<file path="src/rtl/dsi_pkg.sv">
package dsi_pkg;
  localparam int EVT_W    = 16;
  localparam int CTL_W    = 3;
  localparam int EV_TSTOP = 2;
  localparam int EV_RSTOP = 3;
  localparam logic [EVT_W-1:0] TX_GRP  = 16'h0001;
  localparam logic [EVT_W-1:0] RX_GRP  = 16'h0002;
  localparam logic [EVT_W-1:0] ERR_GRP = 16'hFFFC;
  localparam int CT_RSTOP = 0;
  localparam int CT_TSTOP = 1;
  localparam int CT_WOP   = 2;
  typedef enum logic [1:0] {
    SEL_EVT  = 2'd0,
    SEL_MASK = 2'd1,
    SEL_CTRL = 2'd2,
    SEL_NONE = 2'd3
  } wr_sel_e;
endpackage

</file>
<file path="src/rtl/evt_irq_bank.sv">
module evt_irq_bank
  import dsi_pkg::*;
(
  input  logic             clk_i,
  input  logic             rst_ni,
  input  logic [EVT_W-1:0] set_i,
  input  logic             clr_we_i,
  input  logic             mask_we_i,
  input  logic [EVT_W-1:0] data_i,
  output logic [2:0]       irq_o
);
  localparam logic [3*EVT_W-1:0] GRPS = {ERR_GRP, RX_GRP, TX_GRP};

  logic [EVT_W-1:0] evt_q, evt_n, mask_q, mask_n;

  always_comb begin
    evt_n  = (clr_we_i ? (evt_q & ~data_i) : evt_q) | set_i;  // set wins
    mask_n = mask_we_i ? data_i : mask_q;
  end

  always_ff @(posedge clk_i or negedge rst_ni) begin
    if (!rst_ni) begin
      evt_q  <= '0;
      mask_q <= '0;
    end else begin
      evt_q  <= evt_n;
      mask_q <= mask_n;
    end
  end

  for (genvar g = 0; g < 3; g++) begin : g_line
    localparam logic [EVT_W-1:0] GRP = GRPS[g*EVT_W +: EVT_W];
    logic line_q;
    always_ff @(posedge clk_i or negedge rst_ni) begin
      if (!rst_ni)                      line_q <= 1'b0;
      else if (|(evt_n & mask_n & GRP)) line_q <= 1'b1;
      else if (!(|(evt_n & GRP)))       line_q <= 1'b0;
    end
    assign irq_o[g] = line_q;
  end

  a_r3_tx_drop: assert property (@(posedge clk_i) disable iff (!rst_ni)
    !(|(evt_q & TX_GRP)) |-> !irq_o[0]);
  a_r3_rx_drop: assert property (@(posedge clk_i) disable iff (!rst_ni)
    !(|(evt_q & RX_GRP)) |-> !irq_o[1]);
  a_r4_err_drop: assert property (@(posedge clk_i) disable iff (!rst_ni)
    ((evt_q & ERR_GRP) == '0) |-> !irq_o[2]);
  a_r6_set_wins: assert property (@(posedge clk_i) disable iff (!rst_ni)
    (|set_i) |=> ((evt_q & $past(set_i)) == $past(set_i)));
endmodule

</file>
<file path="src/rtl/gstop_unit.sv">
module gstop_unit (
  input  logic clk_i,
  input  logic rst_ni,
  input  logic req_i,
  input  logic busy_i,
  input  logic end_i,
  output logic done_o
);
  logic pend_q;
  logic now_done, late_done;

  assign now_done  = req_i & ~busy_i;
  assign late_done = pend_q & end_i;
  assign done_o    = now_done | late_done;

  always_ff @(posedge clk_i or negedge rst_ni) begin
    if (!rst_ni)              pend_q <= 1'b0;
    else if (req_i && busy_i) pend_q <= 1'b1;
    else if (late_done)       pend_q <= 1'b0;
  end

  a_r8_no_early_done: assert property (@(posedge clk_i) disable iff (!rst_ni)
    (pend_q && !end_i && !req_i) |-> !done_o);
  a_r8_wait_holds: assert property (@(posedge clk_i) disable iff (!rst_ni)
    (pend_q && !end_i) |=> pend_q);
endmodule

</file>
<file path="src/rtl/poll_ticker.sv">
module poll_ticker #(
  parameter int POLL_CYC = 8
) (
  input  logic clk_i,
  input  logic rst_ni,
  input  logic restart_i,
  input  logic wop_i,
  input  logic gts_i,
  output logic poll_o
);
  localparam int CNT_W = (POLL_CYC > 2) ? $clog2(POLL_CYC) : 1;
  localparam logic [CNT_W-1:0] RELOAD = CNT_W'(POLL_CYC - 1);

  logic [CNT_W-1:0] cnt_q;
  logic             run_q;

  always_ff @(posedge clk_i or negedge rst_ni) begin
    if (!rst_ni) begin
      cnt_q  <= '0;
      run_q  <= 1'b0;
      poll_o <= 1'b0;
    end else if (restart_i) begin
      cnt_q  <= RELOAD;
      run_q  <= 1'b1;
      poll_o <= 1'b0;
    end else if (run_q && cnt_q == '0) begin
      if (!wop_i) begin
        poll_o <= ~gts_i;
        cnt_q  <= RELOAD;
      end else begin
        poll_o <= 1'b0;
        run_q  <= 1'b0;
      end
    end else begin
      poll_o <= 1'b0;
      if (run_q) cnt_q <= cnt_q - 1'b1;
    end
  end

  a_r10_single_pulse: assert property (@(posedge clk_i) disable iff (!rst_ni)
    poll_o |=> !poll_o);
  a_r12_gated_by_stop: assert property (@(posedge clk_i) disable iff (!rst_ni)
    poll_o |-> !$past(gts_i));
  a_r11_gated_by_wop: assert property (@(posedge clk_i) disable iff (!rst_ni)
    poll_o |-> !$past(wop_i));
endmodule

</file>
<file path="src/rtl/dma_stop_irq_ctrl.sv">
module dma_stop_irq_ctrl
  import dsi_pkg::*;
#(
  parameter int CLK_HZ   = 50_000_000,
  parameter int POLL_HZ  = 100,
  parameter int POLL_CYC = CLK_HZ / POLL_HZ
) (
  input  logic             clk_i,
  input  logic             rst_ni,
  input  logic             wr_en_i,
  input  logic [1:0]       wr_sel_i,
  input  logic [EVT_W-1:0] wr_data_i,
  input  logic [EVT_W-1:0] evt_set_i,
  input  logic             tx_busy_i,
  input  logic             rx_busy_i,
  input  logic             tx_end_i,
  input  logic             rx_end_i,
  output logic             tx_irq_o,
  output logic             rx_irq_o,
  output logic             err_irq_o,
  output logic             tx_poll_o
);
  logic             ctl_we, evt_we, mask_we;
  logic [CTL_W-1:0] ctl_q;
  logic [1:0]       stop_req, stop_busy, stop_end, stop_done;
  logic [EVT_W-1:0] set_all;
  logic [2:0]       irq;

  assign evt_we  = wr_en_i && (wr_sel_i == SEL_EVT);
  assign mask_we = wr_en_i && (wr_sel_i == SEL_MASK);
  assign ctl_we  = wr_en_i && (wr_sel_i == SEL_CTRL);

  always_ff @(posedge clk_i or negedge rst_ni) begin
    if (!rst_ni)     ctl_q <= '0;
    else if (ctl_we) ctl_q <= wr_data_i[CTL_W-1:0];
  end

  // index 0 transmit, 1 receive
  assign stop_req  = {ctl_we & wr_data_i[CT_RSTOP], ctl_we & wr_data_i[CT_TSTOP]};
  assign stop_busy = {rx_busy_i, tx_busy_i};
  assign stop_end  = {rx_end_i, tx_end_i};

  for (genvar d = 0; d < 2; d++) begin : g_stop
    gstop_unit u_stop (
      .clk_i  (clk_i),
      .rst_ni (rst_ni),
      .req_i  (stop_req[d]),
      .busy_i (stop_busy[d]),
      .end_i  (stop_end[d]),
      .done_o (stop_done[d])
    );
  end

  always_comb begin
    set_all           = evt_set_i;
    set_all[EV_TSTOP] = evt_set_i[EV_TSTOP] | stop_done[0];
    set_all[EV_RSTOP] = evt_set_i[EV_RSTOP] | stop_done[1];
  end

  evt_irq_bank u_bank (
    .clk_i     (clk_i),
    .rst_ni    (rst_ni),
    .set_i     (set_all),
    .clr_we_i  (evt_we),
    .mask_we_i (mask_we),
    .data_i    (wr_data_i),
    .irq_o     (irq)
  );

  assign tx_irq_o  = irq[0];
  assign rx_irq_o  = irq[1];
  assign err_irq_o = irq[2];

  poll_ticker #(.POLL_CYC(POLL_CYC)) u_tick (
    .clk_i     (clk_i),
    .rst_ni    (rst_ni),
    .restart_i (ctl_we & ~wr_data_i[CT_WOP]),
    .wop_i     (ctl_q[CT_WOP]),
    .gts_i     (ctl_q[CT_TSTOP]),
    .poll_o    (tx_poll_o)
  );

  a_r7_rx_stop_now: assert property (@(posedge clk_i) disable iff (!rst_ni)
    (ctl_we && wr_data_i[CT_RSTOP] && !rx_busy_i) |-> stop_done[1]);
  a_r9_tx_stop_now: assert property (@(posedge clk_i) disable iff (!rst_ni)
    (ctl_we && wr_data_i[CT_TSTOP] && !tx_busy_i) |-> stop_done[0]);
endmodule

</file>
<file path="config.mk">
export PLATFORM = sky130hd
export DESIGN_NAME = dma_stop_irq_ctrl
export DESIGN_NICKNAME = d
export VERILOG_FILES = /design/src/rtl/dsi_pkg.sv /design/src/rtl/evt_irq_bank.sv /design/src/rtl/gstop_unit.sv /design/src/rtl/poll_ticker.sv /design/src/rtl/dma_stop_irq_ctrl.sv
export SDC_FILE = /design/constraint.sdc
export NUM_CORES = 1
export LEC_CHECK = 0
export ABC_AREA = 1
export BUFFER_PORTS_ARGS = -buffer_cell sky130_fd_sc_hd__buf_4
export CORE_MARGIN = 8
export CORE_UTILIZATION = 46
export DETAILED_ROUTE_END_ITERATION = 10
export GPL_TIMING_DRIVEN = 0
export HOLD_SLACK_MARGIN = 0.06
export PLACE_DENSITY = 0.76
export SLEW_MARGIN = 0
export SYNTH_ARGS = -nofsm -noshare
export SYNTH_HDL_FRONTEND = slang
export SYNTH_HIERARCHICAL = 1
export SYNTH_SLANG_ARGS = --single-unit
</file>
<file path="constraint.sdc">
create_clock -name clk_i -period 1.5 [get_ports clk_i]
set_input_delay 0.15 -clock clk_i [delete_from_list [all_inputs] [get_ports clk_i]]
set_output_delay 0.15 -clock clk_i [all_outputs]
set_load 0.02 [all_outputs]
</file>
# ---- After elaboration in Yosys (flattened, before gate mapping)
# Cells that the tools add are included.
dict set report classes {
  addsub 1
  n_eq_ne 6
  n_mux 22
  n_bitwise 19
  reduce_logical 17
}
# op count
set op_table {}
lappend op_table {{$mux W19} 4}
lappend op_table {{$and A16 B16 Y16} 2}
lappend op_table {{$mux W16} 2}
lappend op_table {{$reduce_or A14 Y1} 2}
lappend op_table {{$logic_not A19 Y1} 1}
lappend op_table {{$sub A19 B1 Y19 const B} 1}
lappend op_table {{$mux W1} 16}
lappend op_table {{$not A16 Y16} 1}
lappend op_table {{$or A16 B16 Y16} 1}
lappend op_table {{$reduce_bool A2 Y1} 4}
lappend op_table {{$and A1 B1 Y1} 7}
lappend op_table {{$logic_and A1 B1 Y1} 6}
lappend op_table {{$ne A2 B2 Y1 const B} 2}
lappend op_table {{$not A1 Y1} 4}
lappend op_table {{$or A1 B1 Y1} 4}
lappend op_table {{$reduce_and A2 Y1} 2}
lappend op_table {{$ne A3 B2 Y1 const B} 1}
lappend op_table {{$reduce_bool A3 Y1} 1}
lappend op_table {{$eq A2 B1 Y1 const B} 1}
lappend op_table {{$eq A2 B2 Y1 const B} 1}
lappend op_table {{$logic_not A2 Y1} 1}
lappend op_table {{$ne A2 B1 Y1 const B} 1}
dict set report totals {
  reg_bits 61
  inputBits 41
  output_inout_bits 4
  word_cells 76
}

# ---- Logic depth before layout (Yosys ltp)
dict set report logic_depth {
  word_depth 10
  mapped_depth 14
  mapped_depth_nobuf 14
}

# ---- Modules after synthesis
# The synthesis kept the hierarchy.
# module n_inst cells_each area_each_um2
set modules_own_cells {}
lappend modules_own_cells {evt_irq_bank 1 194 1634.1}
lappend modules_own_cells {poll_ticker 1 236 1524.0}
lappend modules_own_cells {dma_stop_irq_ctrl 1 19 132.6}
lappend modules_own_cells {gstop_unit 2 9 55.1}

# ---- Worst setup path after synthesis
# Ideal clock, no wire load.
dict set report synth_timing {
  path_kind {register to register}
  start {register u_tick.cnt_q[0]}
  end {register u_tick.cnt_q[1]}
  setup_ns 0.116
  arrival_ns 1.491
  slack_ns -0.108
  stages_incl_launch_ff 12
  n_path_buf 2
  period_less_slack_ns 1.608
  cell_sequence {dfrtp_1 inv_1 ha_1 buf_2 nand2_1 nor2_2 nand3_2 o21ai_2 nand2_1 buf_6 nand2_1 nand2_1}
}
dict set report synth_between {
  elab_chain_cells 4
  word_cells_on_any_way 9
  classes_between {add/sub (1); eq/ne (1); mux (3); reduce/logical (4)}
}
# item line_no
set synth_rtl {}
lappend synth_rtl {{start, declared} poll_ticker.sv:14} ;# logic [CNT_W-1:0] cnt_q;
lappend synth_rtl {{start signal, assigned} poll_ticker.sv:36} ;# if (run_q) cnt_q <= cnt_q - 1'b1;
lappend synth_rtl {{$sub A19 B1 Y19 or $logic_not A19 Y1 (tied branches)} {poll_ticker.sv:36, poll_ticker.sv:26}}
lappend synth_rtl {{$mux W19 or $logic_and A1 B1 Y1 (tied branches)} {poll_ticker.sv:36, poll_ticker.sv:26}}
lappend synth_rtl {{$mux W19, or another cell as far along} poll_ticker.sv:26} ;# end else if (run_q && cnt_q == '0) begin
lappend synth_rtl {{$mux W19 or $reduce_and A2 Y1 (tied branches)} n/a}
# Several ways; a longest one is shown, not always the timed one. The select of a mux whose other input is x is not followed.
# A chain may end at the register's enable or synchronous reset.

# ---- Worst setup path in the final report
dict set report layout_timing {
  start {register u_tick.cnt_q[1]}
  end {register u_tick.cnt_q[5]}
}
# The elaborated chain is that of the path after synthesis.

==> results.toml <==
[outcome]
run_status = "finished with violations"
violations = "setup timing"

[run]
max-cap-violations = 0

[routing]
wl_per_cell_microns = 14.3
drtPass1Iterations = 5
antenna_left = 0
drc_errors = 0
detailroute.via_count = 3452
viasPerCell = 5.13
drt_iter0_drc = 253
drt_wl_total_microns = 9600

[synth]
yosys.area_share.adder_pct = 0.368
synth_warnings = 6
yosys.area_share.xor_xnor_pct = 1.03
synth_compound_area_share_pct = 3.50
synth.avg_cell_area_sq_um = 7.28
synthCells = 467
synth.distinct_cells = 29
ys_ff_latch = 60
synth-simple-area-share_pct = 39.7
syn_nets = 509
synthArstFlopShare_pct = 100
synthMuxAreaShare_pct = 0.662
netlist_area_sq_um = 3400
ys_seq_area_share_pct = 44.2
synth_edf_count = 0
synth-main-ff-cell = "dfrtp_1"
synth_top_family_by_area = "simple AND/OR/NAND/NOR gates"

[global_route]
grt_max_degree = 61
track_usage_pct = 18.6
grt_pass1_wl_microns = 15400
grt_pass1_vias = 3354
grt-ovfl-total = 0
antenna_found_initial = 0

[sta]
hold_viol = 0
finalSetupTns_ns = -2.38
maxClockFrequency_mhz = 599
final.setup.worst_slack_ns = -0.170
post-route-min-period_ns = 1.67
slew_headroom_pct = 50.0
finalSetupViolations = 20
post-route-period-util_pct = 111
rsz0062_at_grt = "true"
slew_viol_final = 0
skew_ns = 0.0107
max_slew.worst_pin.slew_ns = 0.750

[floorplanning]
start_util_pct = 47.1
core_area_sq_um = 7210
die_w_microns = 102
io_pins = 45
die_area_sq_um = 10400
die_h_microns = 102
rows = 31

[clock_tree]
cts_tree = "done"
path_clk_slew_ns = 0.07
cts_root_buf = "clkbuf_8"
clock-sinks = 60
cts_made_buffers = 9
clockBufferDepth = 2
clk_latency_ns = 0.34
h-tree-depth = 3

[pwr]
powerDensity_nw_per_um2 = 1080
ir_drop_uv = 723
power_mw = 4.98
p_leak_nw = 2.35

[worst_setup_path]
path_class = "reg2reg"
cp_max_fo = 10
critical_path_arrival_ns = 1.93
required_ns = 1.76
startpoint_type = "flip-flop"
crit_path_end_kind = "flip-flop"

[place]
io_buffers = 44
place_area_sq_um = 3880
post-place-ws_ns = -0.302
dp_hpwl_microns = 5890
gp_congestion = 0.928

[final_layout]
layout_commonest_cell = "nand2_1"
fin_util_pct = 64.2
layout-drive-gt1-share_pct = 30.7
fillerInstances = 588
area_growth_pct = 36.1
final_cell_mix = "153 x nand2_1, 71 x buf_4, 58 x dfrtp_1"
layout.nets = 612
fin_area_sq_um = 4630
n_antenna_cell = 0

[worst_hold_path]
hold_class = "in2reg"
## routing by layer
layer	share of wire (%)	GRT usage [%]	vias to the layer above
met2	50	31.6	143
met5	0	0	-
met1	41	21.7	1635
met3	6.7	4.50	28
met4	2.5	8.35	0
li1	-	-	1646
## synthesized netlist by cell type (3+ instances only)
| cell type | n | area share [%] |
|---|---|---|
| buf_2 | 5 | 0.74 |
| buf_4 | 4 | 0.88 |
| buf_6 | 3 | 0.99 |
| dfrtp_1 | 60 | 44 |
| inv_1 | 60 | 6.6 |
| nand2_1 | 166 | 18 |
| nand2_2 | 21 | 3.9 |
| nand3_1 | 43 | 6.3 |
| nand3_2 | 3 | 0.88 |
| nand4_1 | 10 | 1.8 |
| nor2_1 | 47 | 5.2 |
| nor2_2 | 5 | 0.92 |
| nor3_1 | 3 | 0.44 |
| o21ai_1 | 14 | 2.1 |
| or2_2 | 3 | 0.55 |
## metrics by stage
step | hold slack [ns] | std cells
4_1_cts | 0.0608 | 665
6_report | 0.0807 | 673
5_1_grt | 0.0693 | 673
3_3_place_gp | 0.269 | 610
2_1_floorplan | -0.146 | 467
3_5_place_dp | 0.274 | 610
## final cells by class
type,count,area [sq um],area share (%)
buffer,14,128,2.76
clock buffer,11,141,3.05
clock inverter,4,26.3,0.568
inverter,61,231,5.00
multi-input combinational,332,1720,37.2
sequential,60,1500,32.5
tap,99,124,2.68
timing repair buffer,92,752,16.2
## timing repair
action | in CTS | in global routing
gates cloned | 3 | 0
setup buffers | 17 | 8
endpoints found under the hold margin | 78 | 0
endpoints found under the setup margin | 21 | 22
pin swaps | 12 | 20
gates resized for setup | 28 | 25
hold buffers | 21 | 0
## path summary, 6_finish.rpt
check / startpoint / endpoint / slack (ns) / depth (start not counted)
worst max register to register: u_tick/cnt_q[1] / u_tick/cnt_q[5] / -0.17 / 10
min in group asynchronous: rst_ni / u_tick/cnt_q[11] / 0.43 / 2
max in group asynchronous: rst_ni / u_tick/cnt_q[5] / 0.53 / 2
worst min-delay path: wr_data_i[0] / u_bank/mask_q[0] / 0.08 / 2
worst min register to register: ctl_q[1] / u_tick/poll_o / 0.44 / 1
worst max-delay path: u_tick/cnt_q[1] / u_tick/cnt_q[5] / -0.17 / 10
## worst max-delay path, stage by stage (launching register included)
cell and delay, ns:
dfrtp_1 0.41, inv_2 0.09, ha_4 0.15, nand2_2 0.05
nor2_2 0.14, nand3_2 0.12, o21ai_4 0.22, buf_6 0.17
buf_12 0.12, nand3_1 0.06, nand2_1 0.08
## report_power, final
part	total, mW	internal, mW	switching, mW
sequential	2.05	1.85	0.200
combinational	1.65	0.737	0.911
clock	1.28	0.633	0.650
total	4.98	3.22	1.76
## cell families (layout without fill, tap and decap cells)
kind of cell / count (synthesis) / in the layout
compound gates: 19 / 19
flops: 60 / 60
simple gates: 305 / 306
mux: 2 / 2
buf+inv: 76 / 182
xor+xnor: 4 / 4
fa+ha+maj: 1 / 1
## state kept, by name, indices dropped and copies added, names as in the netlist
name / cells
u_bank/g_line.line_q: 3
ctl_q: 2
u_bank/mask_q: 16
u_bank/evt_q: 16
u_tick/run_q: 1
u_tick/poll_o: 1
g_stop.u_stop/pend_q: 2
u_tick/cnt_q: 19
Power figures use the tool's default switching activity.
